## src/rtl/lcd_scan_pkg.sv

```systemverilog
package lcd_scan_pkg;
  function automatic int unsigned clamp_u(int unsigned v, int unsigned lo, int unsigned hi);
    if (v < lo) return lo;
    if (v > hi) return hi;
    return v;
  endfunction
endpackage

```

## src/rtl/lcd_line_pacer.sv

```systemverilog
module lcd_line_pacer #(
  parameter int PERIOD_W = 8
) (
  input  logic                clk_i,
  input  logic                rst_ni,
  input  logic                run_i,
  input  logic [PERIOD_W-1:0] len_i,
  output logic                lp_o
);
  logic [PERIOD_W-1:0] ph_q;

  always_ff @(posedge clk_i or negedge rst_ni) begin
    if (!rst_ni)                            ph_q <= '0;
    else if (!run_i)                        ph_q <= '0;
    else if (ph_q >= len_i - PERIOD_W'(1))  ph_q <= '0;
    else                                    ph_q <= ph_q + PERIOD_W'(1);
  end

  assign lp_o = run_i && (ph_q == '0);

  p_lp_single_r1: assert property (@(posedge clk_i) disable iff (!rst_ni)
    lp_o |=> !lp_o);
endmodule

```

## src/rtl/lcd_row_seq.sv

```systemverilog
module lcd_row_seq #(
  parameter int ROW_W = 8
) (
  input  logic             clk_i,
  input  logic             rst_ni,
  input  logic             run_i,
  input  logic             tick_i,
  input  logic [ROW_W-1:0] rows_i,
  input  logic [ROW_W-1:0] start_i,
  output logic             frame_start_o,
  output logic             flm_o,
  output logic [ROW_W-1:0] row_o
);
  logic             idle_q, flm_q;
  logic [ROW_W-1:0] li_q, row_q;
  logic [ROW_W-1:0] last_row;

  assign last_row      = rows_i - ROW_W'(1);
  // idle forces the first line after enable to open a frame
  assign frame_start_o = idle_q || (li_q >= last_row);

  always_ff @(posedge clk_i or negedge rst_ni) begin
    if (!rst_ni) begin
      idle_q <= 1'b1;
      flm_q  <= 1'b0;
      li_q   <= '0;
      row_q  <= '0;
    end else if (!run_i) begin
      idle_q <= 1'b1;
      flm_q  <= 1'b0;
      li_q   <= '0;
      row_q  <= '0;
    end else if (tick_i) begin
      idle_q <= 1'b0;
      if (frame_start_o) begin
        li_q  <= '0;
        flm_q <= 1'b1;
        row_q <= (start_i >= rows_i) ? '0 : start_i;
      end else begin
        li_q  <= li_q + ROW_W'(1);
        flm_q <= 1'b0;
        row_q <= (row_q >= last_row) ? '0 : row_q + ROW_W'(1);
      end
    end
  end

  assign flm_o = flm_q;
  assign row_o = row_q;

  p_start_load_r3: assert property (@(posedge clk_i) disable iff (!rst_ni)
    (tick_i && frame_start_o && (start_i < rows_i)) |=> (flm_q && row_q == $past(start_i)));

  p_row_step_r5: assert property (@(posedge clk_i) disable iff (!rst_ni)
    (tick_i && !frame_start_o) |=> (row_q == '0 || row_q == $past(row_q) + ROW_W'(1)));
endmodule

```

## src/rtl/lcd_polarity.sv

```systemverilog
module lcd_polarity #(
  parameter int NLINE_W = 6
) (
  input  logic               clk_i,
  input  logic               rst_ni,
  input  logic               run_i,
  input  logic               tick_i,
  input  logic               frame_start_i,
  input  logic [NLINE_W-1:0] nline_i,
  output logic               m_o
);
  logic               m_q;
  logic [NLINE_W-1:0] cnt_q;
  logic [NLINE_W:0]   cnt_nx;

  assign cnt_nx = {1'b0, cnt_q} + (NLINE_W+1)'(1);

  always_ff @(posedge clk_i or negedge rst_ni) begin
    if (!rst_ni) begin
      m_q   <= 1'b0;
      cnt_q <= '0;
    end else if (!run_i) begin
      m_q   <= 1'b0;
      cnt_q <= '0;
    end else if (tick_i) begin
      if (nline_i == '0) begin
        cnt_q <= '0;
        if (frame_start_i) m_q <= ~m_q;
      end else if (cnt_nx >= {1'b0, nline_i}) begin
        cnt_q <= '0;
        m_q   <= ~m_q;
      end else begin
        cnt_q <= cnt_nx[NLINE_W-1:0];
      end
    end
  end

  assign m_o = m_q;

  p_m_frame_r8: assert property (@(posedge clk_i) disable iff (!rst_ni)
    (run_i && tick_i && nline_i == '0) |=> ((m_q != $past(m_q)) == $past(frame_start_i)));
endmodule

```

## src/rtl/lcd_scan_timer.sv

```systemverilog
module lcd_scan_timer #(
  parameter int MAX_ROWS = 130,
  parameter int MIN_ROWS = 10,
  parameter int PERIOD_W = 8,
  parameter int NLINE_W  = 6,
  localparam int ROW_W   = $clog2(MAX_ROWS + 1)
) (
  input  logic                clk_i,
  input  logic                rst_ni,
  input  logic                en_i,
  input  logic [PERIOD_W-1:0] period_i,
  input  logic [ROW_W-1:0]    duty_i,
  input  logic [ROW_W-1:0]    start_i,
  input  logic [NLINE_W-1:0]  nline_i,
  output logic                lp_o,
  output logic                flm_o,
  output logic                m_o,
  output logic [ROW_W-1:0]    row_o
);
  import lcd_scan_pkg::*;

  logic                en_q;
  logic [ROW_W-1:0]    rows_eff;
  logic [PERIOD_W-1:0] len_eff;
  logic                frame_start;

  always_ff @(posedge clk_i or negedge rst_ni) begin
    if (!rst_ni) en_q <= 1'b0;
    else         en_q <= en_i;
  end

  assign rows_eff = ROW_W'(clamp_u(int'(duty_i), MIN_ROWS, MAX_ROWS));
  assign len_eff  = (period_i < PERIOD_W'(2)) ? PERIOD_W'(2) : period_i;

  lcd_line_pacer #(.PERIOD_W(PERIOD_W)) i_pacer (
    .clk_i  (clk_i),
    .rst_ni (rst_ni),
    .run_i  (en_q),
    .len_i  (len_eff),
    .lp_o   (lp_o)
  );

  lcd_row_seq #(.ROW_W(ROW_W)) i_rows (
    .clk_i         (clk_i),
    .rst_ni        (rst_ni),
    .run_i         (en_q),
    .tick_i        (lp_o),
    .rows_i        (rows_eff),
    .start_i       (start_i),
    .frame_start_o (frame_start),
    .flm_o         (flm_o),
    .row_o         (row_o)
  );

  lcd_polarity #(.NLINE_W(NLINE_W)) i_pol (
    .clk_i         (clk_i),
    .rst_ni        (rst_ni),
    .run_i         (en_q),
    .tick_i        (lp_o),
    .frame_start_i (frame_start),
    .nline_i       (nline_i),
    .m_o           (m_o)
  );

  p_hold_between_lines_r2: assert property (@(posedge clk_i) disable iff (!rst_ni)
    (en_q && !lp_o) |=> $stable({row_o, flm_o, m_o}));

  p_flm_one_line_r4: assert property (@(posedge clk_i) disable iff (!rst_ni)
    (lp_o && flm_o) |=> !flm_o);

  p_idle_quiet_r10: assert property (@(posedge clk_i) disable iff (!rst_ni)
    !en_q |=> (!flm_o && !m_o && row_o == '0));
endmodule

```

## config.mk

```make
export PLATFORM = sky130hd
export DESIGN_NAME = lcd_scan_timer
export DESIGN_NICKNAME = d
export VERILOG_FILES = /design/src/rtl/lcd_scan_pkg.sv /design/src/rtl/lcd_line_pacer.sv /design/src/rtl/lcd_row_seq.sv /design/src/rtl/lcd_polarity.sv /design/src/rtl/lcd_scan_timer.sv
export SDC_FILE = /design/constraint.sdc
export NUM_CORES = 1
export LEC_CHECK = 0
export ABC_CLOCK_PERIOD_IN_PS = 5400
export BUFFER_PORTS_ARGS = -buffer_cell sky130_fd_sc_hd__buf_2
export CORE_MARGIN = 2
export CORE_UTILIZATION = 60
export DETAILED_ROUTE_END_ITERATION = 8
export PLACE_DENSITY = 0.83
export RECOVER_POWER = 50
export SETUP_SLACK_MARGIN = 0.15
export SKIP_CTS_REPAIR_TIMING = 1
export SLEW_MARGIN = 20
export SYNTH_ARGS = -nofsm -noshare
export SYNTH_HDL_FRONTEND = slang
export SYNTH_HIERARCHICAL = 1
export SYNTH_SLANG_ARGS = --single-unit
```

## constraint.sdc

```tcl
create_clock -name clk_i -period 5.4 [get_ports clk_i]
set_input_delay 1.08 -clock clk_i [delete_from_list [all_inputs] [get_ports clk_i]]
set_output_delay 1.08 -clock clk_i [all_outputs]
set_load 0.005 [all_outputs]
```

Word level (Yosys, flattened, before mapping)

Cells that the tools add are included.

Word-level logic and storage cells: 63
Register bits: 34
Input port bits: 33

Add/subtract/negate cells: 6
Bitwise operators: 1
Reductions and logical operators: 5
Muxes and demuxes: 32
Order comparisons: 8
Eq/ne operators: 3

Operator list:

| cell                  | number |
|---|---|
| $mux W8               | 14 |
| $ge A8 B8 Y1          | 4 |
| $add A8 B1 Y8 const B | 3 |
| $mux W6               | 4 |
| $sub A8 B1 Y8 const B | 2 |
| $mux W1               | 13 |
| $gt A8 B8 Y1 const B  | 1 |
| $logic_not A8 Y1      | 1 |
| $lt A8 B2 Y1 const B  | 1 |
| $lt A8 B4 Y1 const B  | 1 |
| $add A6 B1 Y7 const B | 1 |
| $ge A7 B6 Y1          | 1 |
| $logic_not A6 Y1      | 1 |
| $mux W4               | 1 |
| $ne A3 B1 Y1 const B  | 1 |
| $ne A3 B3 Y1 const B  | 1 |
| $reduce_and A3 Y1     | 1 |
| $ne A2 B2 Y1 const B  | 1 |
| $logic_and A1 B1 Y1   | 1 |
| $logic_or A1 B1 Y1    | 1 |
| $not A1 Y1            | 1 |

Longest topological paths before layout

Gate-level depths: netlist of run 1.

Depth after elaboration: 12
Gate-level depth with buffers: 18
Mapped depth without buffers: 17

Hierarchy

Netlist of run 1, hierarchy kept.

By module, submodules not included:

| module         | cells each | sequential area each (um2) | times used | area an instance (um2) |
|---|---|---|---|---|
| lcd_row_seq    | 195        | 451.7                      | 1          | 1804.2 |
| lcd_line_pacer | 74         | 200.2                      | 1          | 663.1 |
| lcd_polarity   | 66         | 175.2                      | 1          | 586.8 |
| lcd_scan_timer | 28         | 25.0                       | 1          | 175.2 |

Worst setup path after synthesis of run 1

No wires, ideal clock.

Path type: input-to-reg
Start: input duty_i[4]
End: register i_pol.m_q, in the netlist i_pol/m_o
Stages: 18
Buffers on the path: 1
Setup slack: 1.122 ns
Arrival time: 4.192 ns
Library setup time: 0.087 ns
Cell sequence: nor4_2 -> and4bb_1 -> o21a_1 -> inv_1 -> ha_1 -> xnor2_1 -> ha_1 -> a21o_1 -> a31oi_1 -> o21ai_0 -> a221o_1 -> nand2_2 -> and2_1 -> buf_4 -> inv_2 -> o21ai_0 -> or3b_2 -> o211ai_1

Cells in the longest elaborated chain, start to end: 10
Elaborated cells on any way between the ends: 14

Ends and longest elaborated chain:

| element                         | RTL line             | RTL |
|---|---|---|
| start: declaration              | lcd_scan_timer.sv:12 | `input logic [ROW_W-1:0] duty_i,` |
| $gt A8 B8 Y1                    | lcd_scan_pkg.sv:4    | `if (v > hi) return hi;` |
| $mux W1 (2 in a row)            | lcd_scan_pkg.sv:4    |  |
| $mux W8                         | lcd_scan_pkg.sv:5    | `return v;` |
| $mux W8 (*)                     | lcd_scan_pkg.sv:4    |  |
| named net rows_eff[0]           | lcd_scan_timer.sv:23 | `logic [ROW_W-1:0] rows_eff;` |
| $sub A8 B1 Y8 (*)               | lcd_row_seq.sv:18    | `assign last_row = rows_i - ROW_W'(1);` |
| $ge A8 B8 Y1 (*)                | lcd_row_seq.sv:20    | `assign frame_start_o = idle_q \|\| (li_q >= last_row);` |
| $logic_or A1 B1 Y1 (*)          | lcd_row_seq.sv:20    |  |
| named net frame_start           | lcd_scan_timer.sv:25 | `logic frame_start;` |
| $ne A3 B3 Y1 (no line) (*)      | --                   |  |
| $reduce_and A3 Y1 (no line) (*) | --                   |  |
| end signal: assignment          | lcd_polarity.sv:28   | `if (frame_start_i) m_q <= ~m_q;` |
| end signal: assignment          | lcd_polarity.sv:31   | `m_q <= ~m_q;` |
| end: declaration                | lcd_polarity.sv:12   | `logic m_q;` |

The timed path passes the listed nets; every way through them passes the cells marked *. The select of a mux whose other input is x is not followed.
A chain may end at the register's enable or synchronous reset.

Worst setup path in the final report of run 1

Same ends and word-level chain as after synthesis.

==> impl_metrics.yaml, run 1 <==
setup_path:
  path_cells: "buf_2, nor4_2, and4bb_1, o21a_1, inv_1, ha_1, xnor2_1, ha_1, a21o_1, a31oi_1, o21ai_0, a221o_1, nand2_2, and2_1, buf_4, inv_2, o21ai_0, or3b_2, o211ai_1"
  required_ns: 5.57
  path_buf_inv: 4
  path_class: "in -> reg"
  slowest_stage: "a221o_1"
  start_kind: "input port"
  path_delay_family: "compound AO/OA/AOI/OAI gates"
  max_stage_delay_ns: 0.39
  critPathArrivalTime_ns: 4.55
  crit_path_end_kind: "flip-flop"
  cp_max_fo: 10
yosys:
  synth_edf_count: 0
  ys_types: 67
  synth-seq-area-share: 0.264
  synth-seq-cells: 34
  ys_warn_count: 6
  async_flop_share: 1.00
  ys.flop_type: "dfrtp_1"
  synthCells: 363
  synth_fp_nets: 435
  synth_area_um2: 3230
  synth_area_per_cell_um2: 8.90
die:
  core_area_um2: 5140
  die_h_um: 77.4
  initial_core_util: 0.628
  ios: 44
  num_rows: 26
  die_x_um: 77.4
  die-area_um2: 5990
place:
  gp_congestion: 0.880
  place_hpwl_mm: 5.47
  dp.cells: 463
  place_area_um2: 3480
  port-buffer-count: 43
  place_ws_ns: 0.768
power:
  p_seq_frac: 0.374
  p_comb_frac: 0.269
  power.density_nw_per_um2: 223
  intPower_uw: 550
  power_frac_clock: 0.357
  p_switching_uw: 254
  switching_share: 0.316
  ir_drop_mv: 0.174
  p_leak_uw: 0.00170
clock_network:
  tritoncts: "done"
  htree_levels: 2
  clkSlewWorstSetupHoldPaths_ns: 0.08
  cts_buffers: 5
  clock_sink_count: 34
  clock_path_buffers: 2
  cts_root_buf: "clkbuf_8"
  clock_latency_ns: 0.29
timing:
  period_needed_ns: 4.39
  fin_skew_ns: 0.00651
  slew_headroom: -0.245
  hold_viol: 0
  rsz0062_at_grt: "false"
  finalSetupTns_ns: 0
  fmax_mhz: 228
  slew_violations: 35
  tightest_slew_ns: 1.87
  period_share: 0.812
  setup_viol: 0
  setup_ws_ns: 1.01
grt:
  grt_pass1_wl_mm: 12.4
  grt_use_total: 0.251
  antenna_found_initial: 0
  overflow: 0
  grt_max_degree: 35
  grt_pass1_vias: 2782
drt:
  drt_wl_total_mm: 7.05
  drc: 0
  drt-pass1-iter-count: 4
  ant_nets: 0
  drt-initial-drc-count: 179
  route.vias.total: 2783
  viasPerCell: 5.91
  wl_per_cell_um: 15.0
run:
  maxCapViolCount: 1
final_layout:
  drive_gt1_frac: 0.212
  synthToLayoutAreaGrowth_pct: 11.9
  final-instance-count-excl-fill: 471
  fillers: 426
  diodes: 0
  stdcell_area_um2: 3610
  finalNetCount: 472
run_status:
  violations: "capacitance limit, slew limit"
  status: "complete, but fails checks"
min_path:
  hp-class: "reg -> reg"
[synth_stat cells, drive strengths merged (4+ instances only)]
cell	instances	area, um2
a211oi	6	57.6
a21o	5	37.5
a21oi	9	45.0
a22oi	13	97.6
a32oi	7	114
and3	9	56.3
clkbuf	12	46.3
dfrtp	33	826
ha	39	488
inv	29	109
nand2	35	134
nand2b	7	43.8
nand3	16	80.1
nand4	4	25.0
nor2	23	93.8
nor2b	5	31.3
nor3	6	35.0
nor3b	7	57.6
nor4	5	37.5
o21a	5	37.5
o21ai	20	119
xnor2	17	156
xor2	12	105
[per-stage QoR]
stage / power (uW) / utilization / hold WS [ns]
2_1_floorplan: 451 / - / 0.455
3_3_place_gp: 510 / 0.677 / 0.479
3_5_place_dp: 521 / 0.677 / 0.477
4_1_cts: 811 / 0.704 / 0.487
5_1_grt: 851 / 0.703 / 0.511
6_report: 804 / 0.703 / 0.484
[flip-flops by register name (all words and copies together), names as in the netlist]
name	cells
en_q	1
i_pacer/ph_q	8
i_pol/cnt_q	6
i_pol/m_o	1
i_rows/flm_o	1
i_rows/idle_q	1
i_rows/li_q	8
i_rows/row_o	8
[placed cells by master, fill, tap and decap left out, types with 2 or more instances in the layout]
cell type,count
and3_1,9
mux2i_1,2
a22oi_1,13
a211oi_1,5
o21ai_2,5
nand3_1,16
o21ai_0,9
nor4_1,4
dfrtp_1,33
and2_1,2
a32oi_2,7
clkbuf_1,3
xor2_1,12
nor2b_1,4
nand2_1,34
inv_1,28
xnor2_1,16
buf_2,41
o21ai_1,6
ha_1,39
a31oi_1,2
a21oi_1,9
o21a_1,5
clkbuf_8,5
nand2b_1,7
nor2_1,22
bufinv_16,2
nand4_1,4
or3_4,2
nor3_1,5
a21o_1,5
nor3b_1,6
o311ai_2,2
o211ai_1,2
[area by class of cell]
type                            count  area (um2)  share of cell area
Timing Repair Buffer               45         224              0.0620
Clock inverter                      3        68.8              0.0191
Sequential cell                    34         852               0.236
Multi-Input combinational cell    285        2200               0.610
Clock buffer                        5        68.8              0.0191
Tap cell                           70        87.6              0.0242
Inverter                           29         109              0.0301
[per-layer routing]
layer,global-route usage,vias up,part of all wire
li1,-,1387,-
met1,0.336,1310,0.46
met2,0.419,80,0.47
met3,0.0430,6,0.057
met4,0.0714,0,0.0079
met5,0,-,0
[logic make-up (layout without fill, tap and decap cells)]
| kind of cell | Yosys count | after routing | synth area share |
|---|---|---|---|
| compound gates | 83 | 83 | 0.215 |
| xor+xnor | 29 | 29 | 0.0810 |
| fa+ha+maj | 39 | 39 | 0.151 |
| buf+inv | 44 | 82 | 0.0550 |
| flops | 34 | 34 | 0.264 |
| mux | 2 | 2 | 0.00620 |
| simple gates | 132 | 132 | 0.228 |
[worst paths after layout]
check | cells after the start | start | end | slack [ns]
max in group asynchronous | 1 | rst_ni | i_rows/li_q[3] | 3.03
worst min register to register | 1 | i_pacer/ph_q[0] | i_pacer/ph_q[0] | 0.48
worst max-delay path | 19 | duty_i[4] | i_pol/m_o | 1.01
worst min-delay path | 1 | i_pacer/ph_q[0] | i_pacer/ph_q[0] | 0.48
min in group asynchronous | 1 | rst_ni | i_pacer/ph_q[6] | 1.29
worst max register to register | 9 | i_pacer/ph_q[7] | i_rows/row_o[0] | 2.16
[power groups by stage]
stage	clock (uW)	combinational [uW]	sequential (uW)
global placement	0	207	303
floorplan	0	155	297
detailed placement	0	216	305
finish	287	216	301
CTS	293	217	300
global route	301	246	305
Note: power is estimated with default switching activity, not from simulation.
==> inputs of run 2 (changes only) <==
--- a/config.mk
+++ b/config.mk
@@ -5,12 +5,12 @@
 export SDC_FILE = /design/constraint.sdc
 export NUM_CORES = 1
 export LEC_CHECK = 0
-export ABC_CLOCK_PERIOD_IN_PS = 5400
+export ABC_CLOCK_PERIOD_IN_PS = 4200
 export BUFFER_PORTS_ARGS = -buffer_cell sky130_fd_sc_hd__buf_2
 export CORE_MARGIN = 2
-export CORE_UTILIZATION = 60
+export CORE_UTILIZATION = 59
 export DETAILED_ROUTE_END_ITERATION = 8
-export PLACE_DENSITY = 0.83
+export PLACE_DENSITY = 0.82
 export RECOVER_POWER = 50
 export SETUP_SLACK_MARGIN = 0.15
 export SKIP_CTS_REPAIR_TIMING = 1
==> constraint.sdc (replaced) <==
create_clock -name clk_i -period 4.2 [get_ports clk_i]
set_input_delay 0.84 -clock clk_i [delete_from_list [all_inputs] [get_ports clk_i]]
set_output_delay 0.84 -clock clk_i [all_outputs]
set_load 0.005 [all_outputs]
==> run 2 against run 1 <==
Effect of this change:
- the run still ends with capacitance limit, slew limit left
- worst setup slack worse by 0.68 ns
- global-route usage is 0.10 points higher
- sequential cell count stayed put
- combinational power is 31% higher
- first-iteration DRC count is 15% lower
- count of clock-buffer cells in the layout is 2 higher
- sequential power is 28% higher
- worst hold slack better by 0.015 ns
- cell area is 0.42% higher
- die area is 1.6% higher
- largest power group unchanged
- register-to-register slack worse by 0.73 ns
- routed wire length is 2.5% higher
==> impl_metrics.yaml, run 2 (synthesized netlist as in run 1, its figures left out) <==
run_status:
  status: "complete, but fails checks"
  violations: "capacitance limit, slew limit"
run:
  maxCapViolCount: 1
drt:
  drt_wl_total_mm: 7.23
  drt-initial-drc-count: 153
  route.vias.total: 2787
  viasPerCell: 5.87
  drc: 0
  drt-pass1-iter-count: 5
  wl_per_cell_um: 15.2
  ant_nets: 0
grt:
  grt_pass1_vias: 2797
  grt_pass1_wl_mm: 12.4
  overflow: 0
  grt_max_degree: 35
  antenna_found_initial: 0
  grt_use_total: 0.252
power:
  p_comb_frac: 0.292
  power_frac_clock: 0.309
  intPower_uw: 651
  ir_drop_mv: 0.151
  power.density_nw_per_um2: 267
  p_switching_uw: 316
  switching_share: 0.327
  p_seq_frac: 0.398
  p_leak_uw: 0.00171
setup_path:
  cp_max_fo: 3
  slowest_stage: "or3b_2"
  start_kind: "input port"
  crit_path_end_kind: "flip-flop"
  path_cells: "buf_2, nor4_4, and4bb_1, o21a_1, inv_1, ha_1, xnor2_2, ha_1, a21o_1, a31oi_1, o21ai_0, a221o_1, nand2_2, and2_1, inv_2, o21ai_0, or3b_2, o211ai_1"
  critPathArrivalTime_ns: 4.07
  path_class: "in -> reg"
  max_stage_delay_ns: 0.45
  required_ns: 4.41
timing:
  rsz0062_at_grt: "false"
  finalSetupTns_ns: 0
  setup_viol: 0
  slew_headroom: -0.250
  fin_skew_ns: 0.00918
  tightest_slew_ns: 1.88
  slew_violations: 35
  hold_viol: 0
  fin_hold_ws_ns: 0.499
  fmax_mhz: 259
  period_needed_ns: 3.86
  period_share: 0.920
clock_network:
  clock_latency_ns: 0.29
  clock_path_buffers: 2
  clkSlewWorstSetupHoldPaths_ns: 0.07
  tritoncts: "done"
  cts_root_buf: "clkbuf_8"
  clock_sink_count: 34
  cts_buffers: 5
  htree_levels: 2
die:
  num_rows: 26
  ios: 44
  die_h_um: 78.0
  die-area_um2: 6080
  core_area_um2: 5200
  die_x_um: 78.0
  initial_core_util: 0.620
final_layout:
  mostFrequentLayoutCells: "buf_2, ha_1, nand2_1"
  drive_gt1_frac: 0.217
  final-instance-count-excl-fill: 475
  diodes: 0
  finalNetCount: 476
  synthToLayoutAreaGrowth_pct: 12.3
  final_common_cell: "buf_2"
min_path:
  hp-class: "reg -> reg"
place:
  dp.cells: 467
  gp_congestion: 0.885
  place_hpwl_mm: 5.53
  port-buffer-count: 43
-- run 2: changes by cell type in the layout (fill, tap and decap cells not counted), sizes merged --
cell,change
buf,+4
bufinv,-1
clkbuf,+2
clkinv,-1
-- run 2: area by class of cell --
| cell class | count | area (um2) |
|---|---|---|
| Sequential cell | 34 | 852 |
| Timing Repair Buffer | 49 | 254 |
| Tap cell | 70 | 87.6 |
| Fill cell | 416 | 1580 |
| Multi-Input combinational cell | 285 | 2220 |
| Inverter | 29 | 109 |
| Clock inverter | 1 | 30.0 |
| Clock buffer | 7 | 76.3 |
-- run 2: path summary, 6_finish.rpt --
check                                 from               to  slack, ns  cells after the start
max                              duty_i[4]        i_pol/m_o       0.34                     18
min                        i_pacer/ph_q[0]  i_pacer/ph_q[0]       0.50                      1
max reg2reg                i_pacer/ph_q[7]   i_rows/li_q[2]       1.43                      8
min reg2reg                i_pacer/ph_q[0]  i_pacer/ph_q[0]       0.50                      1
max in group asynchronous           rst_ni   i_rows/li_q[3]       2.06                      1
min in group asynchronous           rst_ni  i_pacer/ph_q[6]       1.06                      1
-- run 2: metal layers --
| metal | track usage | wire [um] | vias to the layer above |
|---|---|---|---|
| met5 | 0 | 0 | - |
| met4 | 0.0789 | 96 | 0 |
| met3 | 0.0419 | 318 | 10 |
| met2 | 0.448 | 3530 | 66 |
| met1 | 0.310 | 3290 | 1317 |
| li1 | - | - | 1394 |
-- run 2: critical path: cells and delay by family --
kind	cells	cell delay, ns
buf+inv	3	0.26
simple gates	5	1.24
xor+xnor	1	0.16
fa+ha+maj	2	0.59
compound gates	7	0.97
-- run 2: metrics by stage --
step	setup slack (ns)	utilization	instance area [um2]	total power (uW)
floorplan	0.162	-	3230	580
global placement	0.231	0.674	3510	660
detailed placement	0.0652	0.674	3510	670
CTS	0.366	0.694	3610	975
global route	0.126	0.697	3630	1030
finish	0.336	0.697	3630	967
-- run 2: power groups by stage --
stage          clock, uW  combinational [uW]  sequential, uW
2_1_floorplan          0                 199             381
3_3_place_gp           0                 270             389
3_5_place_dp           0                 280             391
4_1_cts              309                 282             384
5_1_grt              322                 321             389
6_report             299                 282             385
==> inputs of run 3 (changes only) <==
--- a/config.mk
+++ b/config.mk
@@ -8,9 +8,9 @@
 export ABC_CLOCK_PERIOD_IN_PS = 4200
 export BUFFER_PORTS_ARGS = -buffer_cell sky130_fd_sc_hd__buf_2
 export CORE_MARGIN = 2
-export CORE_UTILIZATION = 59
+export CORE_UTILIZATION = 40
 export DETAILED_ROUTE_END_ITERATION = 8
-export PLACE_DENSITY = 0.82
+export HOLD_SLACK_MARGIN = 0.15
 export RECOVER_POWER = 50
 export SETUP_SLACK_MARGIN = 0.15
 export SKIP_CTS_REPAIR_TIMING = 1
==> run 3 against run 2 <==
Effect of this change:
- the run still ends with capacitance limit, slew limit left
- cell area up 0.69%
- combinational power about the same
- critical path depth stayed put
- worst hold slack lost 0.00078 ns
- via count fell by 2.2%
==> impl_metrics.yaml, run 3 (synthesized netlist as in run 1, its figures left out) <==
setup_path:
  crit_cells: 18
  cp_max_fo: 3
  slowest_stage: "a221o_1"
  r2r_end: "i_rows/li_q[2]"
  max_stage_delay_ns: 0.40
  path_delay_family: "compound AO/OA/AOI/OAI gates"
  rr_startpoint: "i_pacer/ph_q[7]"
  r2r_setup_slack_ns: 1.35
  worstRegToRegCells: 8
  start_kind: "input port"
  required_ns: 4.36
  critPathArrivalTime_ns: 4.02
  path_cells: "buf_2, nor3_1, a21oi_1, o21a_1, inv_1, ha_1, nand3_1, xnor2_1, ha_1, a21oi_1, o21ai_0, a221o_1, nand2_2, and2_1, inv_2, o21ai_0, or3b_2, o211ai_1"
  path_class: "in -> reg"
  path_buf_inv: 3
  crit_path_end_kind: "flip-flop"
place:
  dp.cells: 499
  port-buffer-count: 43
  gp_congestion: 0.816
  place_hpwl_mm: 5.77
drt:
  drt_wl_total_mm: 7.30
  ant_nets: 0
  viasPerCell: 5.38
  wl_per_cell_um: 14.4
  drt-pass1-iter-count: 4
  drt-initial-drc-count: 83
  drc: 0
  route.vias.total: 2727
min_path:
  hp-class: "reg -> reg"
  worstHoldEndpoint: "i_pacer/ph_q[0]"
  hold_start: "i_pacer/ph_q[0]"
  hold_depth: 1
grt:
  grt_max_degree: 35
  grt_pass1_vias: 2574
  antenna_found_initial: 0
  grt_pass1_wl_mm: 12.2
  grt_use_total: 0.173
  overflow: 0
clock_network:
  clock_latency_ns: 0.29
  clkSlewWorstSetupHoldPaths_ns: 0.07
  clock_sink_count: 34
  tritoncts: "done"
  clock_path_buffers: 2
  cts_root_buf: "clkbuf_8"
  htree_levels: 2
  cts_buffers: 5
power:
  power.density_nw_per_um2: 253
  switching_share: 0.344
  p_switching_uw: 318
  p_leak_uw: 0.00171
  intPower_uw: 606
  ir_drop_mv: 0.123
  p_comb_frac: 0.306
  power_frac_clock: 0.277
  p_seq_frac: 0.417
die:
  ios: 44
  num_rows: 32
  initial_core_util: 0.416
  die_x_um: 93.9
  die-area_um2: 8810
  die_h_um: 93.9
  core_area_um2: 7770
final_layout:
  finalNetCount: 476
  diodes: 0
  synthToLayoutAreaGrowth_pct: 13.1
  final-instance-count-excl-fill: 507
  drive_gt1_frac: 0.220
  final_common_cell: "buf_2"
  mostFrequentLayoutCells: "buf_2, ha_1, nand2_1"
run_status:
  status: "complete, but fails checks"
  violations: "capacitance limit, slew limit"
timing:
  finalSetupTns_ns: 0
  slew_violations: 35
  period_needed_ns: 3.86
  rsz0062_at_grt: "false"
  tightest_slew_ns: 1.90
  hold_viol: 0
  slew_headroom: -0.270
  fmax_mhz: 259
  period_share: 0.920
  setup_viol: 0
  fin_skew_ns: 0.00894
run:
  maxCapViolCount: 1
## run 3: worst max path at each step
stage,slack (ns),endpoint,startpoint
2_1_floorplan,0.16,i_pol/m_o,duty_i[4]
3_3_place_gp,0.20,i_pol/m_o,duty_i[4]
3_5_place_dp,0.06,i_pol/m_o,duty_i[4]
4_1_cts,0.37,i_pol/m_o,duty_i[4]
5_1_grt,0.17,i_pol/m_o,duty_i[4]
6_report,0.34,i_pol/m_o,duty_i[4]
## run 3: layout make-up
type                            instances  area (um2)
Inverter                               29         109
Clock inverter                          1        5.00
Sequential cell                        34         852
Clock buffer                            7        86.3
Fill cell                             797        4120
Multi-Input combinational cell        285        2220
Tap cell                              102         128
Timing Repair Buffer                   49         254
## run 3: metal layers
metal / global-route usage / routed length (um) / vias up
met5: 0 / 0 / -
met4: 0.0435 / 61 / 0
met3: 0.0257 / 209 / 6
met2: 0.275 / 3400 / 39
met1: 0.246 / 3620 / 1295
li1: - / - / 1387
## run 3: metrics by stage
stage	power (uW)	utilization	hold slack (ns)	setup slack, ns	instance area [um2]
2_1_floorplan	580	-	0.455	0.162	3230
3_3_place_gp	668	0.457	0.476	0.198	3550
3_5_place_dp	674	0.457	0.488	0.0642	3550
4_1_cts	933	0.469	0.497	0.365	3640
5_1_grt	992	0.470	0.542	0.169	3650
6_report	923	0.470	0.498	0.337	3650
## run 3: power by group through the flow
stage | Sequential [uW] | Clock (uW) | Combinational, uW
floorplan | 381 | 0 | 199
global placement | 391 | 0 | 277
detailed placement | 391 | 0 | 283
CTS | 385 | 263 | 285
global route | 389 | 277 | 325
finish | 385 | 256 | 283
